**src/rtl/lpm_pkg.sv**
```systemverilog
// Shared types for the low-power clock controller.
// Status word layout: [4] GIE, [3] SCG1, [2] SCG0, [1] OSCOFF, [0] CPUOFF.
package lpm_pkg;
    localparam int SR_W   = 5;
    localparam int SRC_W  = 2;
    localparam int N_CONS = 2;   // gated consumers: 0 = CPU clock, 1 = peripheral clock

    typedef struct packed {
        logic gie;
        logic scg1;
        logic scg0;
        logic oscoff;
        logic cpuoff;
    } sr_bits_t;

    typedef enum logic [SRC_W-1:0] {
        SRC_LFXT = 2'd0,
        SRC_VLO  = 2'd1,
        SRC_DCO  = 2'd2,
        SRC_HFXT = 2'd3
    } clk_src_e;
endpackage

```
**src/rtl/lpm_sr_stack.sv**
```systemverilog
// Status word register with a save stack for interrupt entry and return.
// Assumes irq_take and irq_ret are single-cycle pulses; take wins if both are set.
module lpm_sr_stack
    import lpm_pkg::*;
#(
    parameter int STK_DEPTH = 4
) (
    input  logic     clk,
    input  logic     rst_n,
    input  logic     sr_wr,
    input  sr_bits_t sr_wdata,
    input  logic     irq_take,
    input  logic     irq_ret,
    input  logic     stk_wr,
    input  sr_bits_t stk_wdata,
    output sr_bits_t sr_q
);
    localparam int PTR_W = $clog2(STK_DEPTH + 1);
    localparam int IDX_W = (STK_DEPTH > 1) ? $clog2(STK_DEPTH) : 1;
    localparam logic [PTR_W-1:0] DEPTH_C = PTR_W'(STK_DEPTH);

    sr_bits_t         stk [STK_DEPTH];
    logic [PTR_W-1:0] cnt_q;
    logic [IDX_W-1:0] push_idx;
    logic [IDX_W-1:0] top_idx;
    logic             is_full;
    logic             is_empty;

    // Stack slot pointers derived from the occupancy count.
    always_comb begin
        push_idx = cnt_q[IDX_W-1:0];
        top_idx  = push_idx - 1'b1;
        is_full  = (cnt_q == DEPTH_C);
        is_empty = (cnt_q == '0);
    end

    // Status word and stack update on take, return and software writes.
    always_ff @(posedge clk) begin
        if (!rst_n) begin
            sr_q  <= '0;
            cnt_q <= '0;
            for (int i = 0; i < STK_DEPTH; i++) stk[i] <= '0;
        end else if (irq_take) begin
            if (!is_full) begin
                stk[push_idx] <= sr_q;
                cnt_q         <= cnt_q + 1'b1;
            end
            sr_q <= '0;
        end else if (irq_ret) begin
            if (!is_empty) begin
                sr_q  <= stk[top_idx];
                cnt_q <= cnt_q - 1'b1;
            end
        end else begin
            if (sr_wr) sr_q <= sr_wdata;
            if (stk_wr && !is_empty) stk[top_idx] <= stk_wdata;
        end
    end


    take_clears_chk: assert property (@(posedge clk) disable iff (!rst_n)
        irq_take |=> (sr_q == '0));


    empty_ret_chk: assert property (@(posedge clk) disable iff (!rst_n)
        (irq_ret && !irq_take && is_empty) |=> $stable(sr_q));


    depth_bound_chk: assert property (@(posedge clk) disable iff (!rst_n)
        (irq_take && is_full) |=> is_full);
endmodule

```
**src/rtl/lpm_mode_decode.sv**
```systemverilog
// Decodes the mode bits and source selects into the enable each clock and
// oscillator wants in steady state. Purely combinational.
module lpm_mode_decode
    import lpm_pkg::*;
(
    input  sr_bits_t                       sr,
    input  logic [N_CONS-1:0][SRC_W-1:0]   cons_src,
    output logic [N_CONS-1:0]              cons_want,
    output logic                           aclk_want,
    output logic                           dco_want,
    output logic                           dcgen_want,
    output logic                           lf_want
);
    logic [N_CONS-1:0] use_dco;
    logic [N_CONS-1:0] use_lf;

    // Consumer clock requests straight from the gating bits.
    always_comb begin
        cons_want[0] = !sr.cpuoff;
        cons_want[1] = !sr.scg1;
    end

    // Which source each running consumer draws from.
    for (genvar i = 0; i < N_CONS; i++) begin : g_use
        assign use_dco[i] = cons_want[i] && (cons_src[i] == SRC_DCO);
        assign use_lf[i]  = cons_want[i] &&
                            ((cons_src[i] == SRC_LFXT) || (cons_src[i] == SRC_VLO));
    end

    // Source requests: a source stays on while any running clock needs it.
    always_comb begin
        aclk_want  = !sr.oscoff;
        dco_want   = |use_dco;
        dcgen_want = !sr.scg0 || dco_want;
        lf_want    = !sr.oscoff || (|use_lf);
    end
endmodule

```
**src/rtl/lpm_clk_seq.sv**
```systemverilog
// Registers the enables. A consumer clock is enabled only once its source
// enable is already high. A source is held while a consumer enabled on it drops.
// Assumes source selects change rarely compared with mode changes.
module lpm_clk_seq
    import lpm_pkg::*;
(
    input  logic                         clk,
    input  logic                         rst_n,
    input  logic [N_CONS-1:0]            cons_want,
    input  logic [N_CONS-1:0][SRC_W-1:0] cons_src,
    input  logic                         aclk_want,
    input  logic                         dco_want,
    input  logic                         dcgen_want,
    input  logic                         lf_want,
    output logic [N_CONS-1:0]            cons_en_q,
    output logic                         aclk_en_q,
    output logic                         dco_en_q,
    output logic                         dcgen_en_q,
    output logic                         lf_en_q
);
    logic [N_CONS-1:0] src_ready;
    logic [N_CONS-1:0] hold_dco;
    logic [N_CONS-1:0] hold_lf;

    // Per-consumer source readiness and hold terms.
    for (genvar i = 0; i < N_CONS; i++) begin : g_cons
        assign src_ready[i] = (cons_src[i] == SRC_DCO)  ? dco_en_q :
                              (cons_src[i] == SRC_HFXT) ? 1'b1     : lf_en_q;
        assign hold_dco[i]  = cons_en_q[i] && (cons_src[i] == SRC_DCO);
        assign hold_lf[i]   = cons_en_q[i] &&
                              ((cons_src[i] == SRC_LFXT) || (cons_src[i] == SRC_VLO));


        wake_order_chk: assert property (@(posedge clk) disable iff (!rst_n)
            ($rose(cons_en_q[i]) && ($past(cons_src[i]) == SRC_DCO)) |-> $past(dco_en_q));


        stop_hold_chk: assert property (@(posedge clk) disable iff (!rst_n)
            ($fell(cons_en_q[i]) && (cons_src[i] == SRC_DCO) &&
             ($past(cons_src[i]) == SRC_DCO)) |-> dco_en_q);
    end

    // Enable registers: clocks wait for their source, sources wait for their users.
    always_ff @(posedge clk) begin
        if (!rst_n) begin
            cons_en_q  <= '0;
            aclk_en_q  <= 1'b0;
            dco_en_q   <= 1'b0;
            dcgen_en_q <= 1'b0;
            lf_en_q    <= 1'b0;
        end else begin
            cons_en_q  <= cons_want & src_ready;
            aclk_en_q  <= aclk_want && lf_en_q;
            dco_en_q   <= dco_want || (|hold_dco);
            dcgen_en_q <= dcgen_want || (|hold_dco);
            lf_en_q    <= lf_want || (|hold_lf) || aclk_en_q;
        end
    end


    aclk_order_chk: assert property (@(posedge clk) disable iff (!rst_n)
        $rose(aclk_en_q) |-> $past(lf_en_q));
endmodule

```
**src/rtl/lpm_clock_ctrl.sv**
```systemverilog
// Top level: status word with save stack, mode decode and enable sequencing.
// Assumes a single clock domain; the enables feed glitch-free gates elsewhere.
module lpm_clock_ctrl
    import lpm_pkg::*;
#(
    parameter int STK_DEPTH = 4
) (
    input  logic             clk,
    input  logic             rst_n,
    input  logic             sr_wr,
    input  logic [SR_W-1:0]  sr_wdata,
    input  logic             irq_take,
    input  logic             irq_ret,
    input  logic             stk_wr,
    input  logic [SR_W-1:0]  stk_wdata,
    input  logic [SRC_W-1:0] mclk_src,
    input  logic [SRC_W-1:0] smclk_src,
    output logic [SR_W-1:0]  sr_status,
    output logic             mclk_en,
    output logic             smclk_en,
    output logic             aclk_en,
    output logic             dco_en,
    output logic             dcgen_en,
    output logic             lfosc_en
);
    sr_bits_t                     sr_q;
    logic [N_CONS-1:0][SRC_W-1:0] cons_src;
    logic [N_CONS-1:0]            cons_want;
    logic [N_CONS-1:0]            cons_en;
    logic                         aclk_want;
    logic                         dco_want;
    logic                         dcgen_want;
    logic                         lf_want;

    // Gather consumer source selects in consumer index order.
    always_comb begin
        cons_src[0] = mclk_src;
        cons_src[1] = smclk_src;
    end

    lpm_sr_stack #(.STK_DEPTH(STK_DEPTH)) u_stack (
        .clk       (clk),
        .rst_n     (rst_n),
        .sr_wr     (sr_wr),
        .sr_wdata  (sr_bits_t'(sr_wdata)),
        .irq_take  (irq_take),
        .irq_ret   (irq_ret),
        .stk_wr    (stk_wr),
        .stk_wdata (sr_bits_t'(stk_wdata)),
        .sr_q      (sr_q)
    );

    lpm_mode_decode u_dec (
        .sr         (sr_q),
        .cons_src   (cons_src),
        .cons_want  (cons_want),
        .aclk_want  (aclk_want),
        .dco_want   (dco_want),
        .dcgen_want (dcgen_want),
        .lf_want    (lf_want)
    );

    lpm_clk_seq u_seq (
        .clk        (clk),
        .rst_n      (rst_n),
        .cons_want  (cons_want),
        .cons_src   (cons_src),
        .aclk_want  (aclk_want),
        .dco_want   (dco_want),
        .dcgen_want (dcgen_want),
        .lf_want    (lf_want),
        .cons_en_q  (cons_en),
        .aclk_en_q  (aclk_en),
        .dco_en_q   (dco_en),
        .dcgen_en_q (dcgen_en),
        .lf_en_q    (lfosc_en)
    );

    // Drive the output ports.
    always_comb begin
        sr_status = sr_q;
        mclk_en   = cons_en[0];
        smclk_en  = cons_en[1];
    end


    mclk_gate_chk: assert property (@(posedge clk) disable iff (!rst_n)
        $past(sr_q.cpuoff) |-> !mclk_en);


    smclk_gate_chk: assert property (@(posedge clk) disable iff (!rst_n)
        $past(sr_q.scg1) |-> !smclk_en);


    aclk_gate_chk: assert property (@(posedge clk) disable iff (!rst_n)
        $past(sr_q.oscoff) |-> !aclk_en);


    gen_under_dco_chk: assert property (@(posedge clk) disable iff (!rst_n)
        dco_en |-> dcgen_en);
endmodule

```
**config.mk**
```make
export PLATFORM = sky130hd
export DESIGN_NAME = lpm_clock_ctrl
export DESIGN_NICKNAME = d
export VERILOG_FILES = /design/src/rtl/lpm_pkg.sv /design/src/rtl/lpm_sr_stack.sv /design/src/rtl/lpm_mode_decode.sv /design/src/rtl/lpm_clk_seq.sv /design/src/rtl/lpm_clock_ctrl.sv
export SDC_FILE = /design/constraint.sdc
export NUM_CORES = 1
export LEC_CHECK = 0
export BUFFER_PORTS_ARGS = -buffer_cell sky130_fd_sc_hd__buf_4
export CORE_MARGIN = 5
export CORE_UTILIZATION = 50
export CTS_CLUSTER_SIZE = 28
export DETAILED_ROUTE_END_ITERATION = 8
export PLACE_DENSITY = 0.72
export SYNTH_ARGS = -nofsm -noshare
export SYNTH_HDL_FRONTEND = slang
export SYNTH_SLANG_ARGS = --single-unit
```
**constraint.sdc**
```tcl
create_clock -name clk -period 5.95 [get_ports clk]
set_clock_uncertainty 0.2 [all_clocks]
set_input_delay 1.19 -clock clk [delete_from_list [all_inputs] [get_ports clk]]
set_output_delay 1.19 -clock clk [all_outputs]
set_load 0.02 [all_outputs]
```
==> out/qor.log <==
INFO  power          share_seq_of_total_power=47.3%
INFO  synthesis      synth.cell_area=1820µm²
INFO  setup_path     r2r_setup_slk=1.57ns
INFO  setup_path     worstSetupStartpointType=flip-flop
INFO  global_route   grt_antenna_before_repair=0
INFO  floorplanning  placeableCoreArea=3580µm²
INFO  place          gp_congestion=0.896
INFO  synthesis      synth_fp_nets=198
INFO  setup_path     crit_type=flip-flop to flip-flop
INFO  cts            tritoncts=built
INFO  synthesis      netlist-cell-type-count=42
INFO  cts            post_cts.resized_instances=0
INFO  outcome        run_status=finished, final reports clean
INFO  place          dp_worst_setup_slack=1.67ns
INFO  cts            tritoncts.num_buffers=5
INFO  cts            post_cts_hold_buffer_count=0
INFO  place          detailed_place_hpwl=3.58mm
INFO  power          pwr_density_cell=343nW/µm²
INFO  setup_path     cp_data_required_time=5.74ns
INFO  synthesis      synthesis_stage_register_bit_count=34
INFO  synthesis      netlist_top_cells_count=20 x sky130_fd_sc_hd__edfxtp_1, 16 x sky130_fd_sc_hd__nand2_1, 16 x sky130_fd_sc_hd__nor2_1
INFO  power          netSwitchingPower=0.000277W
INFO  global_route   via_count_of_the_first_global_routing_pass=1500
INFO  cts            worstSkewPairLatency=0.34ns
INFO  layout         fin_util=59.4%
INFO  global_route   globalRouteTotalUtil=20.2%
INFO  cts            number_of_buffers_on_the_longest_clock_path=2
INFO  worst_hold_path holdCritStartpoint=u_seq.aclk_en_q
INFO  route          drcViolationCount=0
INFO  global_route   grt.met1_usage=23.9%
INFO  layout         area_delta_synth_final=16.9%
INFO  power          leakagePower=0.845nW
INFO  timing         relSlewSlack=36.1%
INFO  setup_path     r2r-end=u_stack.stk[2][0]
INFO  floorplanning  chipHeight=70.3µm
INFO  synthesis      synth_ff_type=sky130_fd_sc_hd__edfxtp_1
INFO  worst_hold_path hold_path_class=flip-flop to flip-flop
INFO  synthesis      postSynthCellCount=176
INFO  setup_path     r2r_start=u_stack.cnt_q[0]
INFO  synthesis      synth_sequential_area_ratio=48.5%
INFO  route          drt_antenna_net_count=0
INFO  route          route.detailed.wl_per_inst=18.4µm
INFO  synthesis      syn_area_per_cell=10.3µm²
INFO  worst_hold_path holdPathEnd=u_seq.lf_en_q
INFO  cts            path_clk_slew=0.11ns
INFO  timing         post-route-period-util=73.7%
INFO  floorplanning  placement_rows=22
INFO  floorplanning  initial_core_utilization=50.8%
INFO  setup_path     crit_path_end_kind=flip-flop
INFO  floorplanning  design.portCount=31
INFO  synthesis      synth.top_cells.by_area=sky130_fd_sc_hd__edfxtp_1 33%, sky130_fd_sc_hd__dfxtp_1 15%, sky130_fd_sc_hd__mux4_2 6.2%
INFO  setup_path     cp_max_fo=18
INFO  layout         num-fill-cells=317
INFO  global_route   grt_first_pass_wirelength=7.61mm
INFO  layout         drive_above_1_share=23.4%
INFO  global_route   grt_overflow_total=0
INFO  timing         layout_min_cycle_time=4.38ns
INFO  synthesis      asyncSetResetFlopFracSynth=0%
INFO  power          fraction_of_power_spent_switching_nets=38.0%
INFO  synthesis      synth_top_cell_by_area=sky130_fd_sc_hd__edfxtp_1
INFO  layout         multiInputGateArea=851µm²
INFO  power          clockPowerShare=17.0%
INFO  timing         report.final.hold_viol_count=0
INFO  power          power_report.internal_total=0.000452W
INFO  power          combinationalPowerShare=35.7%
INFO  power          fin_total_pwr=0.000729W
INFO  cts            htreeDepth=2
INFO  synthesis      synthesis.yosys.warnings=0
INFO  power          irDropWorstVdd=0.212mV
INFO  global_route   gr-usage-met2=35.1%
INFO  floorplanning  die-width=70.3µm
INFO  worst_hold_path worst_hold_path.num_cells=1
INFO  synthesis      synthMostInstantiatedCell=sky130_fd_sc_hd__edfxtp_1
INFO  timing         drv_slew=0
INFO  timing         max_freq=228MHz
INFO  cts            cts_sinks=34
INFO  layout         sequential_area=881µm²
INFO  route          viasPerCell=5.98
INFO  job            maxCapViolations=0
INFO  layout         nets=226
INFO  timing         report.final.setup_viol=0
INFO  place          count_of_buffers_from_port_buffering=30
INFO  timing         worst_hold_slack=0.297ns
INFO  route          dr.first_iter.drc_count=148
INFO  global_route   met3_usage=5.61%
INFO  route          wl=4.65mm
INFO  timing         post-route-worst-setup-slack=1.57ns
INFO  timing         rsz0062_at_grt=false
INFO  cts            clock_tree.root_cell=sky130_fd_sc_hd__clkbuf_4
INFO  route          route.vias.total=1512
INFO  setup_path     reg2regPathDepth=6
INFO  route          drt-pass1-iter-count=5
INFO  synthesis      synth_enable_flop_cells=20
INFO  global_route   busiest_layer=met2
INFO  timing         worstMarginPinSlew=0.957ns
INFO  floorplanning  floorplan.die_area=4940µm²
INFO  setup_path     critical_path_arrival=4.17ns
INFO  global_route   grt_start_max_net_pins=23
INFO  synthesis      yosys.area.top_type_share=33.1%
INFO  cts            cts.repair_timing.setup_buffer_count=0
INFO  layout         antenna_cells=0
INFO  timing         final_setup_tns=0ns
[cell type report]
class	count	share of cell area [%]
clock buffers	5	1.77
clock inverters	3	0.766
inverters	11	1.94
multi-input cells	120	40.0
flip-flops and latches	34	41.5
well taps	48	2.83
repair buffers	32	11.2
[power by group through the flow]
stage / registers, W / clock network, W / logic (W)
finish: 0.000345 / 0.000124 / 0.000260
global route: 0.000350 / 0.000139 / 0.000285
detailed placement: 0.000350 / 0 / 0.000258
CTS: 0.000345 / 0.000126 / 0.000260
floorplan: 0.000329 / 0 / 0.000196
global placement: 0.000344 / 0 / 0.000248
[critical path, cell delays in order, from the launching register on]
cell and delay (ns):
sky130_fd_sc_hd__dfxtp_1 0.87, sky130_fd_sc_hd__clkinv_1 0.49, sky130_fd_sc_hd__ha_1 0.39, sky130_fd_sc_hd__a21boi_1 0.78
sky130_fd_sc_hd__and2_1 0.46, sky130_fd_sc_hd__a21oi_1 0.22, sky130_fd_sc_hd__o21ai_0 0.62
[per-stage QoR]
step	cells	instance area (µm²)
2_1_floorplan	176	1820
3_3_place_gp	244	2070
3_5_place_dp	244	2070
4_1_cts	252	2120
5_1_grt	253	2120
6_report	253	2120
[metal layers]
layer	up-vias	wire length [µm]	share of wire [%]
li1	725	-	-
met1	731	1850	40
met4	0	55	1.2
met5	-	0	0
met2	48	2440	53
met3	8	297	6.4
[registers in the layout (all words and copies together), names as in the netlist]
register,flops
u_seq.aclk_en_q,1
u_stack.cnt_q,3
u_stack.sr_q,5
u_stack.stk,20
u_seq.dcgen_en_q,1
u_seq.dco_en_q,1
u_seq.lf_en_q,1
u_seq.cons_en_q,2
[cells in the final DEF (no fill, tap or decap), types with 3 or more instances in the layout]
master and n:
sky130_fd_sc_hd__mux4_2 5, sky130_fd_sc_hd__xnor2_1 3, sky130_fd_sc_hd__dfxtp_1 14, sky130_fd_sc_hd__a221oi_1 4
sky130_fd_sc_hd__nor2b_1 5, sky130_fd_sc_hd__clkbuf_4 5, sky130_fd_sc_hd__a21o_1 5, sky130_fd_sc_hd__nand3_1 5
sky130_fd_sc_hd__a31oi_1 14, sky130_fd_sc_hd__buf_4 31, sky130_fd_sc_hd__nor3_1 8, sky130_fd_sc_hd__o32a_1 5
sky130_fd_sc_hd__inv_1 10, sky130_fd_sc_hd__a21oi_1 6, sky130_fd_sc_hd__nand2_1 16, sky130_fd_sc_hd__nor2_1 16
sky130_fd_sc_hd__edfxtp_1 20
[cells by family (layout without fill, tap and decap cells)]
family / Yosys count / after routing / synth area share [%]
xor gates and xnor gates: 4 / 4 / 1.93
adders and majority gates: 2 / 2 / 1.79
and+or+nand+nor: 60 / 60 / 16.6
buffers and inverters: 22 / 51 / 4.68
AOI/OAI and AO/OA: 45 / 45 / 18.0
muxes: 9 / 9 / 8.54
DFF: 34 / 34 / 48.5
[worst max-delay path by stage]
stage                             end  cells after the start             start  slack, ns
floorplan           u_stack.stk[3][0]                      4          irq_take       2.65
global placement    u_stack.stk[2][1]                      6  u_stack.cnt_q[0]       1.98
detailed placement  u_stack.stk[2][0]                      6  u_stack.cnt_q[0]       1.67
CTS                 u_stack.stk[2][2]                      6  u_stack.cnt_q[0]       1.66
global route        u_stack.stk[2][0]                      6  u_stack.cnt_q[0]       1.27
finish              u_stack.stk[2][0]                      6  u_stack.cnt_q[0]       1.57
No activity file was read; power rests on OpenSTA's default activity.
